===== src/rtl/refdet_pkg.sv =====
package refdet_pkg;
  typedef struct packed {
    logic up;
    logic dn;
  } pfd_state_t;

  localparam pfd_state_t PFD_IDLE = '{up: 1'b0, dn: 1'b0};

  function automatic logic pfd_mismatch(pfd_state_t s);
    return s.up ^ s.dn;
  endfunction
endpackage


===== src/rtl/refdet_refdiv.sv =====
module refdet_refdiv #(
  parameter int DIV_FAST = 1024,
  parameter int DIV_SLOW = 2048
) (
  input  logic clk,
  input  logic rst,
  input  logic freq_sel,
  output logic ref_pulse
);
  localparam int MAXDIV = (DIV_SLOW > DIV_FAST) ? DIV_SLOW : DIV_FAST;
  localparam int CW     = $clog2(MAXDIV) + 1;
  localparam logic [CW-1:0] LIM_FAST = CW'(DIV_FAST - 1);
  localparam logic [CW-1:0] LIM_SLOW = CW'(DIV_SLOW - 1);

  logic [CW-1:0] cnt_q;
  logic          sel_q;
  logic [CW-1:0] limit;

  assign limit = sel_q ? LIM_FAST : LIM_SLOW;

  always_ff @(posedge clk) begin
    if (rst) begin
      cnt_q     <= '0;
      sel_q     <= freq_sel;
      ref_pulse <= 1'b0;
    end else if (freq_sel != sel_q) begin
      // restart: no shortened period reaches the detector
      cnt_q     <= '0;
      sel_q     <= freq_sel;
      ref_pulse <= 1'b0;
    end else if (cnt_q == limit) begin
      cnt_q     <= '0;
      ref_pulse <= 1'b1;
    end else begin
      cnt_q     <= cnt_q + 1'b1;
      ref_pulse <= 1'b0;
    end
  end
endmodule


===== src/rtl/refdet_half.sv =====
module refdet_half (
  input  logic clk,
  input  logic rst,
  output logic half_clk
);
  always_ff @(posedge clk) begin
    if (rst) half_clk <= 1'b0;
    else     half_clk <= ~half_clk;
  end
endmodule


===== src/rtl/refdet_pfd.sv =====
module refdet_pfd
  import refdet_pkg::*;
(
  input  logic       clk,
  input  logic       rst,
  input  logic       ref_in,
  input  logic       fb_in,
  output pfd_state_t state,
  output logic       steer,
  output logic       locked
);
  logic       both;
  pfd_state_t nxt;

  always_comb begin
    both   = state.up & state.dn;
    nxt.up = (state.up & ~both) | ref_in;
    nxt.dn = (state.dn & ~both) | fb_in;
  end

  always_ff @(posedge clk) begin
    if (rst) begin
      state  <= PFD_IDLE;
      steer  <= 1'b0;
      locked <= 1'b1;
    end else begin
      state  <= nxt;
      locked <= ~pfd_mismatch(state);
      if (state.up & ~state.dn)      steer <= 1'b1;
      else if (state.dn & ~state.up) steer <= 1'b0;
    end
  end
endmodule


===== src/rtl/refdet_top.sv =====
module refdet_top
  import refdet_pkg::*;
#(
  parameter int DIV_FAST = 1024,
  parameter int DIV_SLOW = 2048
) (
  input  logic clk,
  input  logic rst,
  input  logic freq_sel,
  input  logic fb_pulse,
  output logic half_clk,
  output logic ref_pulse,
  output logic steer,
  output logic locked
);
  pfd_state_t pfd_st;

  refdet_refdiv #(.DIV_FAST(DIV_FAST), .DIV_SLOW(DIV_SLOW)) u_div (
    .clk(clk), .rst(rst), .freq_sel(freq_sel), .ref_pulse(ref_pulse)
  );

  refdet_half u_half (.clk(clk), .rst(rst), .half_clk(half_clk));

  refdet_pfd u_pfd (
    .clk(clk), .rst(rst), .ref_in(ref_pulse), .fb_in(fb_pulse),
    .state(pfd_st), .steer(steer), .locked(locked)
  );
endmodule


===== config.mk =====
export PLATFORM = sky130hd
export DESIGN_NAME = refdet_top
export DESIGN_NICKNAME = d
export VERILOG_FILES = /design/src/rtl/refdet_pkg.sv /design/src/rtl/refdet_refdiv.sv /design/src/rtl/refdet_half.sv /design/src/rtl/refdet_pfd.sv /design/src/rtl/refdet_top.sv
export SDC_FILE = /design/constraint.sdc
export NUM_CORES = 1
export LEC_CHECK = 0
export ABC_AREA = 1
export BUFFER_PORTS_ARGS = -buffer_cell sky130_fd_sc_hd__buf_2
export CORE_ASPECT_RATIO = 0.7
export CORE_MARGIN = 2
export CORE_UTILIZATION = 30
export DETAILED_ROUTE_END_ITERATION = 8
export GPL_ROUTABILITY_DRIVEN = 1
export GPL_TIMING_DRIVEN = 0
export SYNTH_ARGS = -nofsm -noshare
export SYNTH_HDL_FRONTEND = slang
export SYNTH_SLANG_ARGS = --single-unit

===== constraint.sdc =====
create_clock -name clk -period 3.1 [get_ports clk]
set_input_delay 0 -clock clk [delete_from_list [all_inputs] [get_ports clk]]
set_output_delay 0 -clock clk [all_outputs]
set_load 0.005 [all_outputs]

# [Yosys cells after proc, flatten, opt, wreduce, memory -nomap -nowiden]
# Index checks and enable logic that the tools add are counted.
# W data, S select, Z words.
[op_classes] n_addsub=1 n_eq_ne=2 n_mux=6 bitwise=13 reduce_logical=4
[ops] operator="$add A12 B1 Y12 const B" n=1
[ops] operator="$eq A12 B12 Y1" n=1
[ops] operator="$mux W11" n=1
[ops] operator="$and A1 B1 Y1" n=5
[ops] operator="$mux W1" n=5
[ops] operator="$not A1 Y1" n=5
[ops] operator="$reduce_bool A2 Y1" n=2
[ops] operator="$reduce_or A3 Y1" n=1
[ops] operator="$or A1 B1 Y1" n=2
[ops] operator="$reduce_or A2 Y1" n=1
[ops] operator="$ne A1 B1 Y1" n=1
[ops] operator="$xor A1 B1 Y1" n=1
[totals] register_bits=19 in_bits=4 output_inout_bits=4

# [Depth between registers and ports, before layout]
# Gate-level depths: netlist (run 1).
[depth] ltp_word=4 depth_mapped=9 ltp_nobuf=8

# [Hierarchy]
# A second synthesis (run 1) with hierarchy kept.
[unflattened] cells_unflattened=114 area_unflattened_um2=854.6
[by_module_without_submodules] mod="refdet_refdiv" n_inst=1 cells_per_inst=93 area_each_um2=674.4 seq_area_each_um2=290.3
[by_module_without_submodules] mod="refdet_pfd" n_inst=1 cells_per_inst=19 area_each_um2=156.4 seq_area_each_um2=80.1
[by_module_without_submodules] mod="refdet_half" n_inst=1 cells_per_inst=2 area_each_um2=23.8 seq_area_each_um2=20.0

# [Worst setup path before layout (run 1)]
# Ideal clock, no wire load.
[synth_timing] path_kind="register -> register" from="register u_div.cnt_q[0]" to="register u_div.cnt_q[10]" setup_time_ns=0.114 arrival_ns=1.248 slack_ns=1.739 path_stages_with_launch=10 n_path_buf=1 synth_period_minus_slack_ns=1.361 path_cell_list="dfxtp_1 -> ha_1 -> nand2_2 -> nor2_4 -> nand3_4 -> inv_2 -> nand2_2 -> nand2_2 -> buf_6 -> nor2_2"
[synth_between] elab_chain_cells=2 elab_cells_between_ends=3 cone_classes="1 x add/sub; 1 x eq/ne; 1 x reduce/logical"
[synth_lines] item="start: declaration" line="refdet_refdiv.sv:15" rtl="logic [CW-1:0] cnt_q;"
[synth_lines] item="start signal: assignment" line="refdet_refdiv.sv:35" rtl="cnt_q <= cnt_q + 1'b1;"
[synth_lines] item="parallel branches: the longest is 2 deep, another holds $add A12 B1 Y12"
# Several ways; the timed one is not identified.
# A chain may end at the register's enable or synchronous reset.

# [Worst setup path in the final report (run 1)]
# Same ends and word-level chain as after synthesis.

==> qor.yml, run 1 <==
clk_pin_slew_ns: 0.07
hpwl_microns: 1121
min_period_over_period: 0.4787
numPortBuffers: 7
die_h_microns: 50.07
holdWs_ns: 0.4092
layout-drive-gt1-share: 0.2105
drc_errors: 0
setup_violations: 0
drt_pass1_iterations: 4
peakVddDrop_mv: 0.1386
cts_resized: 0
track_usage: 0.1020
pre_cts_slack_ns: 1.599
ys_seq_area_frac: 0.4292
maxCapViolCount: 0
critPathMaxFanout: 10
coreArea_sq_um: 2843
worst_setup_path_end_kind: "flop"
wl_microns: 1480
ant_nets: 0
power_density_nw_per_um2: 429.7
p_leak_nw: 0.4316
nets: 141
grt_pass1_vias: 693
num_io_pins: 8
cts_buffers: 3
rsz0062_at_grt: "false"
synth_area_sq_um: 909.6
switching_share: 0.2162
relSlewSlack: 0.8221
setup_tns_ns: 0
hp-class: "flop to flop"
die_x_microns: 69.82
dieArea_sq_um: 3496
setup_ws_ns: 1.616
power_mw: 0.4576
cts_tree: "done"
arrival_ns: 1.63
seqCellArea_sq_um: 390.4
htreeDepth: 1
synth_cells: 119
cts_sinks: 19
antenna_cells: 0
power.share.clock: 0.368
clockBufferDepth: 2
insertion_delay_ns: 0.25
nFillCells: 308
slew_violations: 0
ys_warn_count: 0
grt_pass1_wl_microns: 2829
start_kind: "flop"
wl_per_cell_microns: 8.757
p_seq_frac: 0.562
gp_congestion: 0.6793
max_freq_mhz: 673.9
vias_per_cell: 4.130
dpl.cell_count: 162
synthesis.nets: 126
initial_core_util: 0.3200
synth_seq_cells: 19
num_vias: 698
p_int_mw: 0.3586
multi_input_area_sq_um: 432.9
required_ns: 3.25
skew_ns: 0.002809
crit_type: "flop to flop"
p_switching_mw: 0.09892
yosysUniqueCellTypes: 20
status: "finished clean"
post_synth.cell_area_avg_sq_um: 7.644
num_rows: 16
area_delta_synth_final_pct: 17.06
comb_power_share: 0.070
grt_remaining_overflow: 0
cts_root_buffer: "clkbuf_8"
instances_no_fill: 169
period_minus_slack_ns: 1.484
antenna_found_initial: 0
first_iter_violations: 24
hold_viol_final: 0
grt_max_degree: 11
worst_slew_pin_slew_ns: 0.2659
[metrics by stage]
step,instance area [sq um],util
4_1_cts,1065,0.3746
2_1_floorplan,909.6,-
3_5_place_dp,989.7,0.3482
5_1_grt,1065,0.3746
6_report,1065,0.3746
3_3_place_gp,989.7,0.3482
[per-layer routing]
metal  share of wire  up-vias  track usage  wire length (microns)
li1                -      382            -                      -
met4           0.028        0      0.06731                     42
met3           0.011        4      0.01840                     17
met1            0.51      306       0.1211                    751
met5               0        -            0                      0
met2            0.45        6       0.1698                    669
[state kept, by name, indices dropped and copies added (netlist names)]
signal / flops
u_pfd.locked: 1
u_div.sel_q: 1
u_half.half_clk: 1
u_div.cnt_q: 12
u_pfd.state: 2
u_div.ref_pulse: 1
u_pfd.steer: 1
[worst paths after layout]
path,start,endpoint,slack (ns),cells past startpoint
setup / recovery,u_div.cnt_q[0],u_div.cnt_q[10],1.62,9
hold / removal,u_half.half_clk,u_half.half_clk,0.41,1
setup reg to reg,u_div.cnt_q[0],u_div.cnt_q[10],1.62,9
hold reg to reg,u_half.half_clk,u_half.half_clk,0.41,1
[kinds of logic (layout without fill, tap and decap cells)]
logic type / Yosys count / after routing / share of synthesized area
compound gates: 2 / 2 / 0.01375
xor+xnor: 5 / 5 / 0.04814
fa+ha+maj: 3 / 3 / 0.04127
buf+inv: 21 / 35 / 0.09491
flops: 19 / 19 / 0.4292
simple gates: 69 / 69 / 0.3728
[critical path, stage by stage (launching register included)]
cell and delay (ns):
dfxtp_1 0.38, ha_1 0.26, nand2_2 0.09, nor2_4 0.16, nand3_4 0.10, inv_2 0.06
nand2_2 0.05, nand2_2 0.06, buf_6 0.16, nor2_2 0.05
[power by group through the flow]
stage          Sequential (mW)  Clock [mW]  Combinational [mW]
2_1_floorplan            0.262           0              0.0202
3_3_place_gp             0.262           0              0.0284
3_5_place_dp             0.263           0              0.0292
4_1_cts                  0.257       0.172              0.0326
5_1_grt                  0.258       0.180              0.0385
6_report                 0.257       0.168              0.0321
[cell usage in the layout, fill, tap and decap left out, types with 2 or more instances in the layout]
| cell | instances |
|---|---|
| nand2_1 | 25 |
| inv_1 | 19 |
| nor2_1 | 19 |
| dfxtp_1 | 18 |
| nor2_2 | 10 |
| buf_2 | 7 |
| nand3_1 | 4 |
| xor2_1 | 4 |
| nand2_2 | 3 |
| nand4_1 | 3 |
| ha_1 | 3 |
| clkbuf_8 | 3 |
| dlygate4sd3_1 | 3 |
| nor2_4 | 2 |
[area by class of cell]
class,count,area share
buffer,1,0.01058
clock buffer,4,0.04230
inverter,20,0.07051
multi-input combinational,79,0.4066
sequential,19,0.3666
tap,36,0.04230
timing repair buffer,10,0.06110
[cells in the mapped netlist (all sizes together)]
library cell | instances | area (sq um)
nand3 | 5 | 37.54
buf | 1 | 11.26
edfxtp | 1 | 30.03
o21bai | 1 | 7.510
nand2 | 28 | 112.6
ha | 3 | 37.54
o21ai | 1 | 5.000
inv | 20 | 75.07
nor2 | 31 | 156.4
or2 | 1 | 6.260
xnor2 | 1 | 8.760
dfxtp | 18 | 360.4
nand3b | 1 | 7.510
nand4 | 3 | 18.77
xor2 | 4 | 35.03
[timing repair]
action,in CTS,in global routing
hold buffers,3,0
buffers inserted,0,0
endpoints found under the hold margin,4,0
Note: power is estimated with default switching activity, not from simulation.
==> run 2, diff against run 1 <==
==> constraint.sdc (replaced) <==
create_clock -name clk -period 1.2 [get_ports clk]
set_input_delay 0 -clock clk [delete_from_list [all_inputs] [get_ports clk]]
set_output_delay 0 -clock clk [all_outputs]
set_load 0.005 [all_outputs]
==> qor.yml, run 2 (synthesis results as in run 1) <==
p_int_mw: 0.9437
die_h_microns: 50.07
drt_pass1_iterations: 4
start_kind: "flop"
highest_layer: "met4"
relSlewSlack: 0.8783
worst_slew_pin_slew_ns: 0.1820
skew_ns: 0.001118
grt_max_degree: 11
comb_power_share: 0.091
track_usage: 0.09605
peakVddDrop_mv: 0.3453
wl_met1_microns: 780
power_mw: 1.205
crit_top_cell: "nand2_4"
gp_congestion: 0.6883
largest_register_ffs: 12
max_freq_mhz: 778.3
crit_slowest_cell: "dfxtp_4"
fin_area_sq_um: 1174
insertion_delay_ns: 0.25
required_ns: 1.35
hp-class: "input port to flop"
switching_share: 0.2166
status: "finished with violations"
wl_met2_microns: 726
cts_sinks: 19
dieArea_sq_um: 3496
wl_microns: 1544
min_period_over_period: 1.071
area_delta_synth_final_pct: 29.02
placed_cell_area_sq_um: 1005
cts_root_buffer: "clkbuf_8"
regMostFlops: "u_div.cnt_q"
setup_tns_ns: -0.7709
first_iter_violations: 12
crit_family: "simple AND/OR/NAND/NOR gates"
crit_type: "flop to flop"
p_leak_nw: 0.4849
grt_remaining_overflow: 0
clockBufferDepth: 2
power.share.clock: 0.356
num_vias: 694
setup_ws_ns: -0.08493
slowest_delay_ns: 0.37
slew_violations: 0
cts_tree: "done"
largestRegisters: "u_div.cnt_q (12), u_pfd.state (2)"
met3_length_microns: 14
pre_cts_slack_ns: -0.1700
initial_core_util: 0.3200
worst_setup_path_end_kind: "flop"
hpwl_microns: 1049
drc_errors: 0
vias_per_cell: 4.035
cts_buffers: 3
worstPathCellList: "ha_4 > nand2_4 > nor2_4 > nand3_4 > inv_2 > nand2_4 > nand2_4 > clkbuf_16 > nor2_2"
coreArea_sq_um: 2843
p_switching_mw: 0.2609
critPathMaxFanout: 5
arrival_ns: 1.43
antenna_cells: 0
nFillCells: 292
setup_violations: 11
htreeDepth: 1
power_density_nw_per_um2: 1026
maxCapViolCount: 0
num_io_pins: 8
nets: 144
final_common_cell: "nand2_1"
crit_buf_inv: 2
clk_pin_slew_ns: 0.07
period_minus_slack_ns: 1.285
rsz0062_at_grt: "true"
grt_pass1_wl_microns: 2684
p_seq_frac: 0.553
final_cell_mix: "nand2_1, inv_1, nor2_1"
num_rows: 16
grt_pass1_vias: 683
ant_nets: 0
hold_viol_final: 0
numPortBuffers: 7
failed_checks: "negative setup slack"
wl_per_cell_microns: 8.977
antenna_found_initial: 0
layout-drive-gt1-share: 0.2941
die_x_microns: 69.82
## run 2: through the flow
step,hold slack (ns),util,cells
after floorplan,0.07238,-,119
after global placement,0.2044,0.3534,162
after detailed placement,0.2075,0.3534,162
after CTS,0.1592,0.3864,170
after global routing,0.1467,0.4129,172
final,0.1162,0.4129,172
## run 2: power groups by stage
stage          Combinational (mW)  Clock [mW]  Sequential (mW)
2_1_floorplan              0.0537           0            0.681
3_3_place_gp               0.0750           0            0.681
3_5_place_dp               0.0763           0            0.682
4_1_cts                    0.0870       0.450            0.667
5_1_grt                     0.126       0.479            0.669
6_report                    0.109       0.429            0.666
## run 2: layout make-up
cell class	count	area, sq um	area share
inverter	20	75.07	0.06397
sequential	19	399.1	0.3401
tap	36	45.04	0.03838
timing repair buffer	13	108.9	0.09275
multi-input combinational	79	485.5	0.4136
buffer	1	15.01	0.01279
clock buffer	4	45.04	0.03838
## run 2: worst paths after layout
kind	from	end	slack, ns	cells after the start
worst min register to register	u_half.half_clk	u_half.half_clk	0.41	1
worst min-delay path	freq_sel	u_div.ref_pulse	0.12	4
worst max register to register	u_div.cnt_q[0]	u_div.cnt_q[5]	-0.08	9
worst max-delay path	u_div.cnt_q[0]	u_div.cnt_q[5]	-0.08	9
## run 2: tightest hold or removal path, cell delays in order
cell and delay [ns]:
buf_2 0.10, nand2_1 0.06, nand3_2 0.11, nor2_1 0.06
## run 2: metal layers
| layer | track usage | vias up |
|---|---|---|
| li1 | - | 386 |
| met1 | 0.1239 | 304 |
| met2 | 0.1540 | 2 |
| met3 | 0.01227 | 2 |
| met4 | 0.05769 | 0 |
| met5 | 0 | - |
## run 2: what timing repair did
item                       4_1_cts  5_1_grt
setup endpoints to repair       12       12
setup buffers                    1        1
hold buffers                     3        0
gates resized for setup          3       11
pin swaps                        1        0
gates cloned                     0        1
hold endpoints to repair         4        0
